### src/rtl/smbs_pkg.sv
package smbs_pkg;

   typedef enum logic [1:0] {
      STRAP_LOW   = 2'b00,
      STRAP_HIGH  = 2'b01,
      STRAP_FLOAT = 2'b10,
      STRAP_RSVD  = 2'b11
   } strap_e;

   typedef enum logic [2:0] {
      PH_IDLE,
      PH_ADDR,
      PH_ADDR_ACK,
      PH_WR_DATA,
      PH_WR_ACK,
      PH_RD_DATA,
      PH_RD_ACK
   } phase_e;

   // Events decoded from the synchronized bus lines, valid for one cycle.
   typedef struct packed {
      logic start;
      logic stop;
      logic scl_rise;
      logic scl_fall;
      logic sda;
      logic scl;
   } bus_ev_t;

endpackage

### src/rtl/smbs_line_sync.sv
module smbs_line_sync
   import smbs_pkg::*;
#(
   parameter int STAGES = 2
) (
   input  logic    clk,
   input  logic    rst_n,
   input  logic    scl_raw,
   input  logic    sda_raw,
   output bus_ev_t ev
);

   localparam int LINES   = 2;
   localparam int IDX_SCL = 0;
   localparam int IDX_SDA = 1;

   logic [LINES-1:0] raw_vec;
   logic [LINES-1:0] cur_vec;
   logic [LINES-1:0] old_vec;

   assign raw_vec[IDX_SCL] = scl_raw;
   assign raw_vec[IDX_SDA] = sda_raw;

   if (STAGES < 2) begin : g_bad_stages
      $error("smbs_line_sync: STAGES must be at least 2");
   end

   for (genvar li = 0; li < LINES; li++) begin : g_line
      logic [STAGES-1:0] chain;
      logic              last;
      always_ff @(posedge clk or negedge rst_n) begin
         if (!rst_n) begin
            chain <= '1;
            last  <= 1'b1;
         end else begin
            chain <= {chain[STAGES-2:0], raw_vec[li]};
            last  <= chain[STAGES-1];
         end
      end
      assign cur_vec[li] = chain[STAGES-1];
      assign old_vec[li] = last;
   end

   logic scl_now, scl_was, sda_now, sda_was;
   assign scl_now = cur_vec[IDX_SCL];
   assign scl_was = old_vec[IDX_SCL];
   assign sda_now = cur_vec[IDX_SDA];
   assign sda_was = old_vec[IDX_SDA];

   always_comb begin
      ev.scl      = scl_now;
      ev.sda      = sda_now;
      ev.scl_rise = scl_now & ~scl_was;
      ev.scl_fall = ~scl_now & scl_was;
      ev.start    = scl_now & scl_was & sda_was & ~sda_now;
      ev.stop     = scl_now & scl_was & ~sda_was & sda_now;
   end

endmodule

### src/rtl/smbs_strap_latch.sv
module smbs_strap_latch
   import smbs_pkg::*;
#(
   parameter int                ADDR_W     = 7,
   parameter logic [ADDR_W-1:0] ADDR_HIGH  = 7'h2F,
   parameter logic [ADDR_W-1:0] ADDR_LOW   = 7'h2C,
   parameter logic [ADDR_W-1:0] ADDR_FLOAT = 7'h2E
) (
   input  logic              clk,
   input  logic              rst_n,
   input  logic [1:0]        strap,
   input  logic              start_seen,
   output logic [ADDR_W-1:0] own_addr,
   output logic              captured
);

   logic [ADDR_W-1:0] decoded;

   always_comb begin
      unique case (strap_e'(strap))
         STRAP_HIGH:  decoded = ADDR_HIGH;
         STRAP_LOW:   decoded = ADDR_LOW;
         STRAP_FLOAT: decoded = ADDR_FLOAT;
         default:     decoded = ADDR_FLOAT;
      endcase
   end

   always_ff @(posedge clk or negedge rst_n) begin
      if (!rst_n) begin
         own_addr <= '0;
         captured <= 1'b0;
      end else if (start_seen && !captured) begin
         own_addr <= decoded;
         captured <= 1'b1;
      end
   end

endmodule

### src/rtl/smbs_byte_engine.sv
module smbs_byte_engine
   import smbs_pkg::*;
#(
   parameter int ADDR_W = 7,
   parameter int DATA_W = 8
) (
   input  logic              clk,
   input  logic              rst_n,
   input  bus_ev_t           ev,
   input  logic [ADDR_W-1:0] own_addr,
   input  logic [DATA_W-1:0] rd_data,
   output logic              sda_oe,
   output logic              wr_valid,
   output logic [DATA_W-1:0] wr_data,
   output logic              rd_req,
   output phase_e            phase
);

   localparam int               CNT_W    = $clog2(DATA_W + 1);
   localparam logic [CNT_W-1:0] CNT_FULL = CNT_W'(DATA_W);
   localparam logic [CNT_W-1:0] CNT_ONE  = CNT_W'(1);

   if (ADDR_W + 1 != DATA_W) begin : g_bad_width
      $error("smbs_byte_engine: address plus direction bit must fill one byte");
   end

   logic [CNT_W-1:0]  bit_cnt;
   logic [DATA_W-1:0] rx_sh;
   logic [DATA_W-1:0] tx_sh;
   logic              dir_rd;
   logic              master_ack;
   logic              addr_hit;

   assign addr_hit = (rx_sh[DATA_W-1 -: ADDR_W] == own_addr);

   always_ff @(posedge clk or negedge rst_n) begin
      if (!rst_n) begin
         phase      <= PH_IDLE;
         bit_cnt    <= '0;
         rx_sh      <= '0;
         tx_sh      <= '0;
         sda_oe     <= 1'b0;
         wr_valid   <= 1'b0;
         wr_data    <= '0;
         rd_req     <= 1'b0;
         dir_rd     <= 1'b0;
         master_ack <= 1'b0;
      end else begin
         wr_valid <= 1'b0;
         rd_req   <= 1'b0;
         if (ev.start) begin
            phase   <= PH_ADDR;
            bit_cnt <= '0;
            sda_oe  <= 1'b0;
         end else if (ev.stop) begin
            phase   <= PH_IDLE;
            bit_cnt <= '0;
            sda_oe  <= 1'b0;
         end else begin
            unique case (phase)
               PH_ADDR, PH_WR_DATA: begin
                  if (ev.scl_rise) begin
                     rx_sh   <= {rx_sh[DATA_W-2:0], ev.sda};
                     bit_cnt <= bit_cnt + CNT_ONE;
                  end else if (ev.scl_fall && bit_cnt == CNT_FULL) begin
                     bit_cnt <= '0;
                     if (phase == PH_ADDR) begin
                        if (addr_hit) begin
                           phase  <= PH_ADDR_ACK;
                           sda_oe <= 1'b1;
                           dir_rd <= rx_sh[0];
                           rd_req <= rx_sh[0];
                        end else begin
                           phase <= PH_IDLE;
                        end
                     end else begin
                        phase    <= PH_WR_ACK;
                        sda_oe   <= 1'b1;
                        wr_valid <= 1'b1;
                        wr_data  <= rx_sh;
                     end
                  end
               end
               PH_ADDR_ACK: begin
                  if (ev.scl_fall) begin
                     if (dir_rd) begin
                        phase  <= PH_RD_DATA;
                        tx_sh  <= rd_data;
                        sda_oe <= ~rd_data[DATA_W-1];
                     end else begin
                        phase  <= PH_WR_DATA;
                        sda_oe <= 1'b0;
                     end
                  end
               end
               PH_WR_ACK: begin
                  if (ev.scl_fall) begin
                     phase  <= PH_WR_DATA;
                     sda_oe <= 1'b0;
                  end
               end
               PH_RD_DATA: begin
                  if (ev.scl_rise) begin
                     bit_cnt <= bit_cnt + CNT_ONE;
                  end else if (ev.scl_fall) begin
                     if (bit_cnt == CNT_FULL) begin
                        phase   <= PH_RD_ACK;
                        sda_oe  <= 1'b0;
                        bit_cnt <= '0;
                     end else begin
                        tx_sh  <= {tx_sh[DATA_W-2:0], 1'b0};
                        sda_oe <= ~tx_sh[DATA_W-2];
                     end
                  end
               end
               PH_RD_ACK: begin
                  if (ev.scl_rise) begin
                     master_ack <= ~ev.sda;
                     rd_req     <= ~ev.sda;
                  end else if (ev.scl_fall) begin
                     if (master_ack) begin
                        phase  <= PH_RD_DATA;
                        tx_sh  <= rd_data;
                        sda_oe <= ~rd_data[DATA_W-1];
                     end else begin
                        phase <= PH_IDLE;
                     end
                  end
               end
               default: begin
                  sda_oe <= 1'b0;
               end
            endcase
         end
      end
   end

endmodule

### src/rtl/smb_strap_slave.sv
module smb_strap_slave
   import smbs_pkg::*;
#(
   parameter int                SYNC_STAGES = 2,
   parameter int                ADDR_W      = 7,
   parameter int                DATA_W      = 8,
   parameter logic [ADDR_W-1:0] ADDR_HIGH   = 7'h2F,
   parameter logic [ADDR_W-1:0] ADDR_LOW    = 7'h2C,
   parameter logic [ADDR_W-1:0] ADDR_FLOAT  = 7'h2E
) (
   input  logic              clk,
   input  logic              rst_n,
   input  logic              scl_i,
   input  logic              sda_i,
   output logic              sda_oe,
   input  logic [1:0]        strap_i,
   output logic              wr_valid,
   output logic [DATA_W-1:0] wr_data,
   output logic              rd_req,
   input  logic [DATA_W-1:0] rd_data
);

   if (SYNC_STAGES < 2) begin : g_chk_sync
      $error("smb_strap_slave: SYNC_STAGES below 2 is not metastability safe");
   end
   if (ADDR_W + 1 != DATA_W) begin : g_chk_width
      $error("smb_strap_slave: DATA_W must equal ADDR_W + 1");
   end

   bus_ev_t           ev;
   logic [ADDR_W-1:0] own_addr;
   logic              strap_taken;
   phase_e            phase;
   logic              scl_s;

   assign scl_s = ev.scl;

   smbs_line_sync #(
      .STAGES (SYNC_STAGES)
   ) u_sync (
      .clk     (clk),
      .rst_n   (rst_n),
      .scl_raw (scl_i),
      .sda_raw (sda_i),
      .ev      (ev)
   );

   smbs_strap_latch #(
      .ADDR_W     (ADDR_W),
      .ADDR_HIGH  (ADDR_HIGH),
      .ADDR_LOW   (ADDR_LOW),
      .ADDR_FLOAT (ADDR_FLOAT)
   ) u_strap (
      .clk        (clk),
      .rst_n      (rst_n),
      .strap      (strap_i),
      .start_seen (ev.start),
      .own_addr   (own_addr),
      .captured   (strap_taken)
   );

   smbs_byte_engine #(
      .ADDR_W (ADDR_W),
      .DATA_W (DATA_W)
   ) u_engine (
      .clk      (clk),
      .rst_n    (rst_n),
      .ev       (ev),
      .own_addr (own_addr),
      .rd_data  (rd_data),
      .sda_oe   (sda_oe),
      .wr_valid (wr_valid),
      .wr_data  (wr_data),
      .rd_req   (rd_req),
      .phase    (phase)
   );

endmodule

### config.mk
export PLATFORM = sky130hd
export DESIGN_NAME = smb_strap_slave
export DESIGN_NICKNAME = d
export VERILOG_FILES = /design/src/rtl/smbs_pkg.sv /design/src/rtl/smbs_line_sync.sv /design/src/rtl/smbs_strap_latch.sv /design/src/rtl/smbs_byte_engine.sv /design/src/rtl/smb_strap_slave.sv
export SDC_FILE = /design/constraint.sdc
export NUM_CORES = 1
export LEC_CHECK = 0
export ABC_AREA = 1
export BUFFER_PORTS_ARGS = -buffer_cell sky130_fd_sc_hd__buf_4
export CORE_MARGIN = 3
export CORE_UTILIZATION = 63
export CTS_CLUSTER_DIAMETER = 200
export DETAILED_ROUTE_END_ITERATION = 6
export PLACE_DENSITY = 0.84
export SLEW_MARGIN = 20
export SYNTH_ARGS = -nofsm -noshare
export SYNTH_HDL_FRONTEND = slang
export SYNTH_SLANG_ARGS = --single-unit
### constraint.sdc
create_clock -name clk -period 2.8 [get_ports clk]
set_input_delay 0.14 -clock clk [delete_from_list [all_inputs] [get_ports clk]]
set_output_delay 0.14 -clock clk [all_outputs]
set_load 0.05 [all_outputs]
# ---- Word-level counts from Yosys, hierarchy flattened
# Cells that the tools add are included.
dict set report totals {
  ff_bits 49
  inputBits 14
  wordCells 145
  out_inout_bits 11
}
dict set report classes {
  n_addsub 1
  n_reduce_logical 16
  n_bitwise 17
  muxes 64
  n_eq_ne 31
}
# op count
set op_table {}
lappend op_table {{$mux W7} 8}
lappend op_table {{$mux W3} 14}
lappend op_table {{$mux W1} 28}
lappend op_table {{$mux W4} 7}
lappend op_table {{$ne A4 B3 Y1 const B} 7}
lappend op_table {{$pmux W7 S3} 1}
lappend op_table {{$ne A5 B4 Y1 const B} 4}
lappend op_table {{$reduce_and A10 Y1} 2}
lappend op_table {{$pmux W3 S5} 1}
lappend op_table {{$ne A4 B4 Y1 const B} 3}
lappend op_table {{$reduce_and A4 Y1} 3}
lappend op_table {{$reduce_and A11 Y1} 1}
lappend op_table {{$ne A2 B1 Y1 const B} 5}
lappend op_table {{$not A1 Y1} 10}
lappend op_table {{$eq A3 B3 Y1 const B} 3}
lappend op_table {{$pmux W4 S2} 1}
lappend op_table {{$and A1 B1 Y1} 7}
lappend op_table {{$eq A7 B7 Y1} 1}
lappend op_table {{$reduce_and A7 Y1} 1}
lappend op_table {{$reduce_bool A7 Y1} 1}
lappend op_table {{$eq A3 B2 Y1 const B} 2}
lappend op_table {{$ne A2 B2 Y1 const B} 3}
lappend op_table {{$reduce_and A6 Y1} 1}
lappend op_table {{$pmux W1 S5} 1}
lappend op_table {{other kinds (13)} 14}

# ---- Longest topological paths before layout
dict set report logic_depth {
  depth_word 8
  ltp_mapped 11
  depth_no_buf 11
}

# ---- By module
# A second synthesis with hierarchy kept.
dict set report unflattened {
  cells_unflattened 303
  area_unflattened_um2 2346.0
}
# mod seq_area_each_um2 instances cells_each area_each_um2
set modules_own_cells {}
lappend modules_own_cells {smbs_byte_engine 875.8 1 260 1956.9}
lappend modules_own_cells {smbs_line_sync 157.7 1 19 214.0}
lappend modules_own_cells {smbs_strap_latch 75.1 1 24 175.2}

# ---- Worst setup path after synthesis
# Ideal clock, no wire load.
dict set report synth_timing {
  kind {reg2reg}
  from {register u_sync.g_line[0].last}
  to {register u_engine.tx_sh[0]}
  setup_ns 0.117
  n_path_buf 0
  path_stages_with_launch 9
  required_ns 2.683
  arrival_time_ns 1.639
  period_less_slack_ns 1.756
  setup_slack_ns 1.044
  path_cell_list {dfstp_2 -> inv_1 -> ha_1 -> inv_1 -> nor2_1 -> nor3_4 -> nand3_4 -> nand2_1 -> nand2_1}
}
dict set report synth_between {
  elab_chain_cells 5
  elab_cells_between_ends 16
  cone_classes {eq/ne: 5; bitwise: 10; reduce/logical: 1}
}
# element line_no
set synth_lines {}
lappend synth_lines {{start, declared} smbs_line_sync.sv:30} ;# logic last;
lappend synth_lines {{start signal, assigned} smbs_line_sync.sv:37} ;# last <= chain[STAGES-1];
lappend synth_lines {{$and A1 B1 Y1} {smbs_line_sync.sv:55, smbs_line_sync.sv:56}}
lappend synth_lines {{$and A1 B1 Y1, on equally long branches (2 in series)} {smbs_line_sync.sv:55, smbs_line_sync.sv:56}}
lappend synth_lines {{$not A1 Y1 (no line)} n/a}
lappend synth_lines {{$reduce_and A11 Y1 (no line) *} n/a}
lappend synth_lines {{end signal, assigned} smbs_byte_engine.sv:88} ;# tx_sh <= rd_data;
lappend synth_lines {{end signal, assigned} smbs_byte_engine.sv:111} ;# tx_sh <= {tx_sh[DATA_W-2:0], 1'b0};
lappend synth_lines {{end signal, assigned} smbs_byte_engine.sv:123} ;# tx_sh <= rd_data;
lappend synth_lines {{end, declared} smbs_byte_engine.sv:29} ;# logic [DATA_W-1:0] tx_sh;
# Every way passes the cells marked *; elsewhere a longest branch is shown, timed or not.
# A chain may end at the register's enable or synchronous reset.

# ---- Worst setup path after layout
dict set report layout_timing {
  from {register u_sync.g_line[0].chain[1]}
  to {register u_engine.phase[0]}
}
dict set report layout_between {
  elab_chain_cells 5
  elab_cells_between_ends 22
  cone_classes {eq/ne: 9; mux: 2; bitwise: 8; reduce/logical: 3}
}
# element line_no
set layout_lines {}
lappend layout_lines {{start, declared} smbs_line_sync.sv:29} ;# logic [STAGES-1:0] chain;
lappend layout_lines {{start signal, assigned} smbs_line_sync.sv:36} ;# chain <= {chain[STAGES-2:0], raw_vec[li]};
lappend layout_lines {{$and A1 B1 Y1 or $not A1 Y1 (tied branches)} {smbs_line_sync.sv:55, smbs_line_sync.sv:56, smbs_line_sync.sv:54}}
lappend layout_lines {{$and A1 B1 Y1, on equally long branches} {smbs_line_sync.sv:56, smbs_line_sync.sv:54, smbs_line_sync.sv:55}}
lappend layout_lines {{$and A1 B1 Y1, or another cell as far along} smbs_line_sync.sv:56} ;# ev.stop = scl_now & scl_was & ~sda_was & sda_now;
lappend layout_lines {{$ne A4 B3 Y1 (no line), or another cell as far along} n/a}
lappend layout_lines {{$reduce_and A10 Y1 (no line) or $mux W3 (tied branches)} n/a}
lappend layout_lines {{end signal, assigned} smbs_byte_engine.sv:38} ;# phase <= PH_IDLE;
lappend layout_lines {{end signal, assigned} smbs_byte_engine.sv:52} ;# phase <= PH_ADDR;
lappend layout_lines {{end signal, assigned} smbs_byte_engine.sv:56} ;# phase <= PH_IDLE;
lappend layout_lines {{end, declared} smbs_byte_engine.sv:16} ;# output phase_e phase
# Parallel ways exist; a longest one is shown, timed or not.

==> flow_summary.toml <==
[synthesis]
syn_nets = 326
synth_area_sq_um = 2440
synth_area_leaders = "dfrtp_1 39%, nand2_1 15%, dfstp_2 6.5%"
yosysTopAreaCell = "dfrtp_1"
ys_types = 31
yosys.area.top_type_share_pct = 38.9
avgSynthCellArea_sq_um = 7.96
syn_inst = 307
yosysSeqAreaShare_pct = 45.4
yosys_register_bits = 44
synth_warnings = 0

[status]
status = "completed"

[sta]
max-slew-margin-rel_pct = 65.2
fmax_ghz = 0.491
worst_slew_pin_slew_ns = 0.522
period_minus_slack_ns = 2.04
final.period_utilization_pct = 72.7
setup_viol = 0
worst_slack_ns = 0.763
grt_setup_unrepaired = "false"
clock_skew_ns = 0.00548
tns_ns = 0
hold_violations = 0
drv_slew = 0

[global_routing]
grt_pass1_wl_mm = 8.70
antenna_found_initial = 0
globalRouteOverflowTotal = 0
grt_usage_pct = 25.1
grt_max_degree = 45
grt_pass1_vias = 1961

[floorplanning]
io_pins = 25
core-area_sq_um = 3520
die_area_sq_um = 4660
die_y_microns = 68.3
start_util_pct = 69.4
die_w_microns = 68.3
rows = 21

[setup_path]
cp.arrival_ns = 2.22
r2r_cells = 10
crit_required_ns = 2.99
critPathCaptureType = "flip-flop"
critPathMaxFanout = 17
start_kind = "flip-flop"
crit_type = "reg2reg"

[flow_run]
cap_viol_max_count = 0

[min_path]
min_path_cells = 3
hp-class = "in2reg"

[routing]
drtIter0Drc = 167
first_pass_iters = 4
via_count = 2058
ant_nets = 0
routed_via_density = 5.37
routed_wl_mm = 4.93
wire_per_inst_microns = 12.9
drc = 0

[clock_tree]
cts_tree = "built"
numCtsBuffers = 5
cts_sinks = 44
cts_root_buf = "clkbuf_8"
postCtsSetupBuffers = 0
clk_pin_slew_ns = 0.08
cts.path.max_buffers = 2
clock_latency_ns = 0.29
htreeDepth = 2

[power_and_ir_drop]
peakVddDrop_uv = 502
power_density_nw_per_um2 = 867
leakage_nw = 1.45

[final_layout]
layout_commonest_cell = "nand2_1"
layout.nets = 355
antennaDiodeCount = 0
areaGrowthSynthToFinish_pct = 14.9
layout_common_cells = "99 x nand2_1, 39 x inv_1, 38 x dfrtp_1"
drive_above_1_share_pct = 19.9

[placement]
place_hpwl_mm = 3.60
place_ws_ns = 0.771
gp_congestion = 0.979
port_buffers = 24
## per-layer routing
metal  wire (microns)  track usage, %  share of wire [%]  vias up
met2             2310            40.4                 47       59
met1             2310            33.2                 47      953
met4               69            8.93                1.4        0
met3              235            5.75                4.8       11
li1                 -               -                  -     1035
met5                0               0                  0        -
## cell usage after synthesis (all sizes together)
cell type,number
nor3,2
o21ai,35
nor2,25
o31ai,1
a211oi,1
clkbuf,1
dfrtp,38
nand2,102
nand3b,2
inv,46
ha,5
nand4,11
nand3,18
a21oi,6
xor2,2
o211ai,1
or2,1
buf,4
dfstp,6
## sequential cells by signal, summed over array words and instances (netlist names), 2 cells and up
name / count
u_engine.tx_sh: 7
u_engine.wr_data: 8
u_sync.g_line.chain: 4
u_engine.rx_sh: 8
u_sync.g_line.last: 2
u_engine.phase: 3
u_strap.own_addr: 3
u_engine.bit_cnt: 4
## timing repair
item	in CTS	in global routing
gates resized for setup	0	0
endpoints found under the hold margin	40	0
hold buffers	3	0
## where the power goes
group          total [mW]  internal (mW)  switching [mW]  leakage [nW]
clock               0.561          0.356           0.205        0.0654
sequential          0.929          0.784           0.145         0.562
combinational       0.944          0.316           0.629         0.824
## final timing paths
| check | from | endpoint | slack, ns |
|---|---|---|---|
| worst max register to register | u_sync.g_line[0].chain[1] | u_engine.phase[0] | 0.76 |
| worst max-delay path | u_sync.g_line[0].chain[1] | u_engine.phase[0] | 0.76 |
| min in group asynchronous | rst_n | u_engine.bit_cnt[0] | 0.37 |
| max in group asynchronous | rst_n | u_sync.g_line[0].chain[1] | 2.06 |
| worst min-delay path | strap_i[0] | u_strap.own_addr[0] | 0.10 |
| worst min register to register | u_sync.g_line[1].chain[0] | u_sync.g_line[1].chain[1] | 0.36 |
## critical path, stage by stage, from the launching register on
cell	delay, ns
dfstp_2	0.57
ha_1	0.23
nand3_2	0.19
nand2_4	0.18
nor2_4	0.07
nand2_2	0.23
nand2_1	0.10
nor2_2	0.13
nand2_1	0.10
nand2_1	0.08
nand2_1	0.05
## area by class of cell
class	count	area (sq um)
Clock buffer	6	72.6
Multi-Input combinational cell	212	1120
Timing Repair Buffer	27	210
Fill cell	270	714
Inverter	46	173
Clock inverter	2	60.1
Sequential cell	44	1110
Tap cell	46	57.6
## through the flow
stage	util [%]	power, mW	hold slack (ns)	instance area (sq um)	cells
finish	79.7	2.43	0.103	2810	383
global route	79.7	2.65	0.132	2810	383
CTS	79.7	2.44	0.105	2810	383
detailed placement	75.1	1.86	0.155	2640	372
global placement	75.1	1.83	0.156	2640	372
floorplan	-	1.66	-0.156	2440	307
## logic make-up (layout without fill, tap and decap cells)
logic type | after synthesis | in the layout | share of synthesized area, %
adder cells (fa/ha/maj) | 5 | 5 | 2.56
flip-flops | 44 | 44 | 45.4
XOR/XNOR | 2 | 2 | 0.717
AO/OA/AOI/OAI | 44 | 44 | 10.9
AND/OR/NAND/NOR | 161 | 161 | 31.9
buffers and inverters | 51 | 81 | 8.56
No activity file was read; power rests on OpenSTA's default activity.
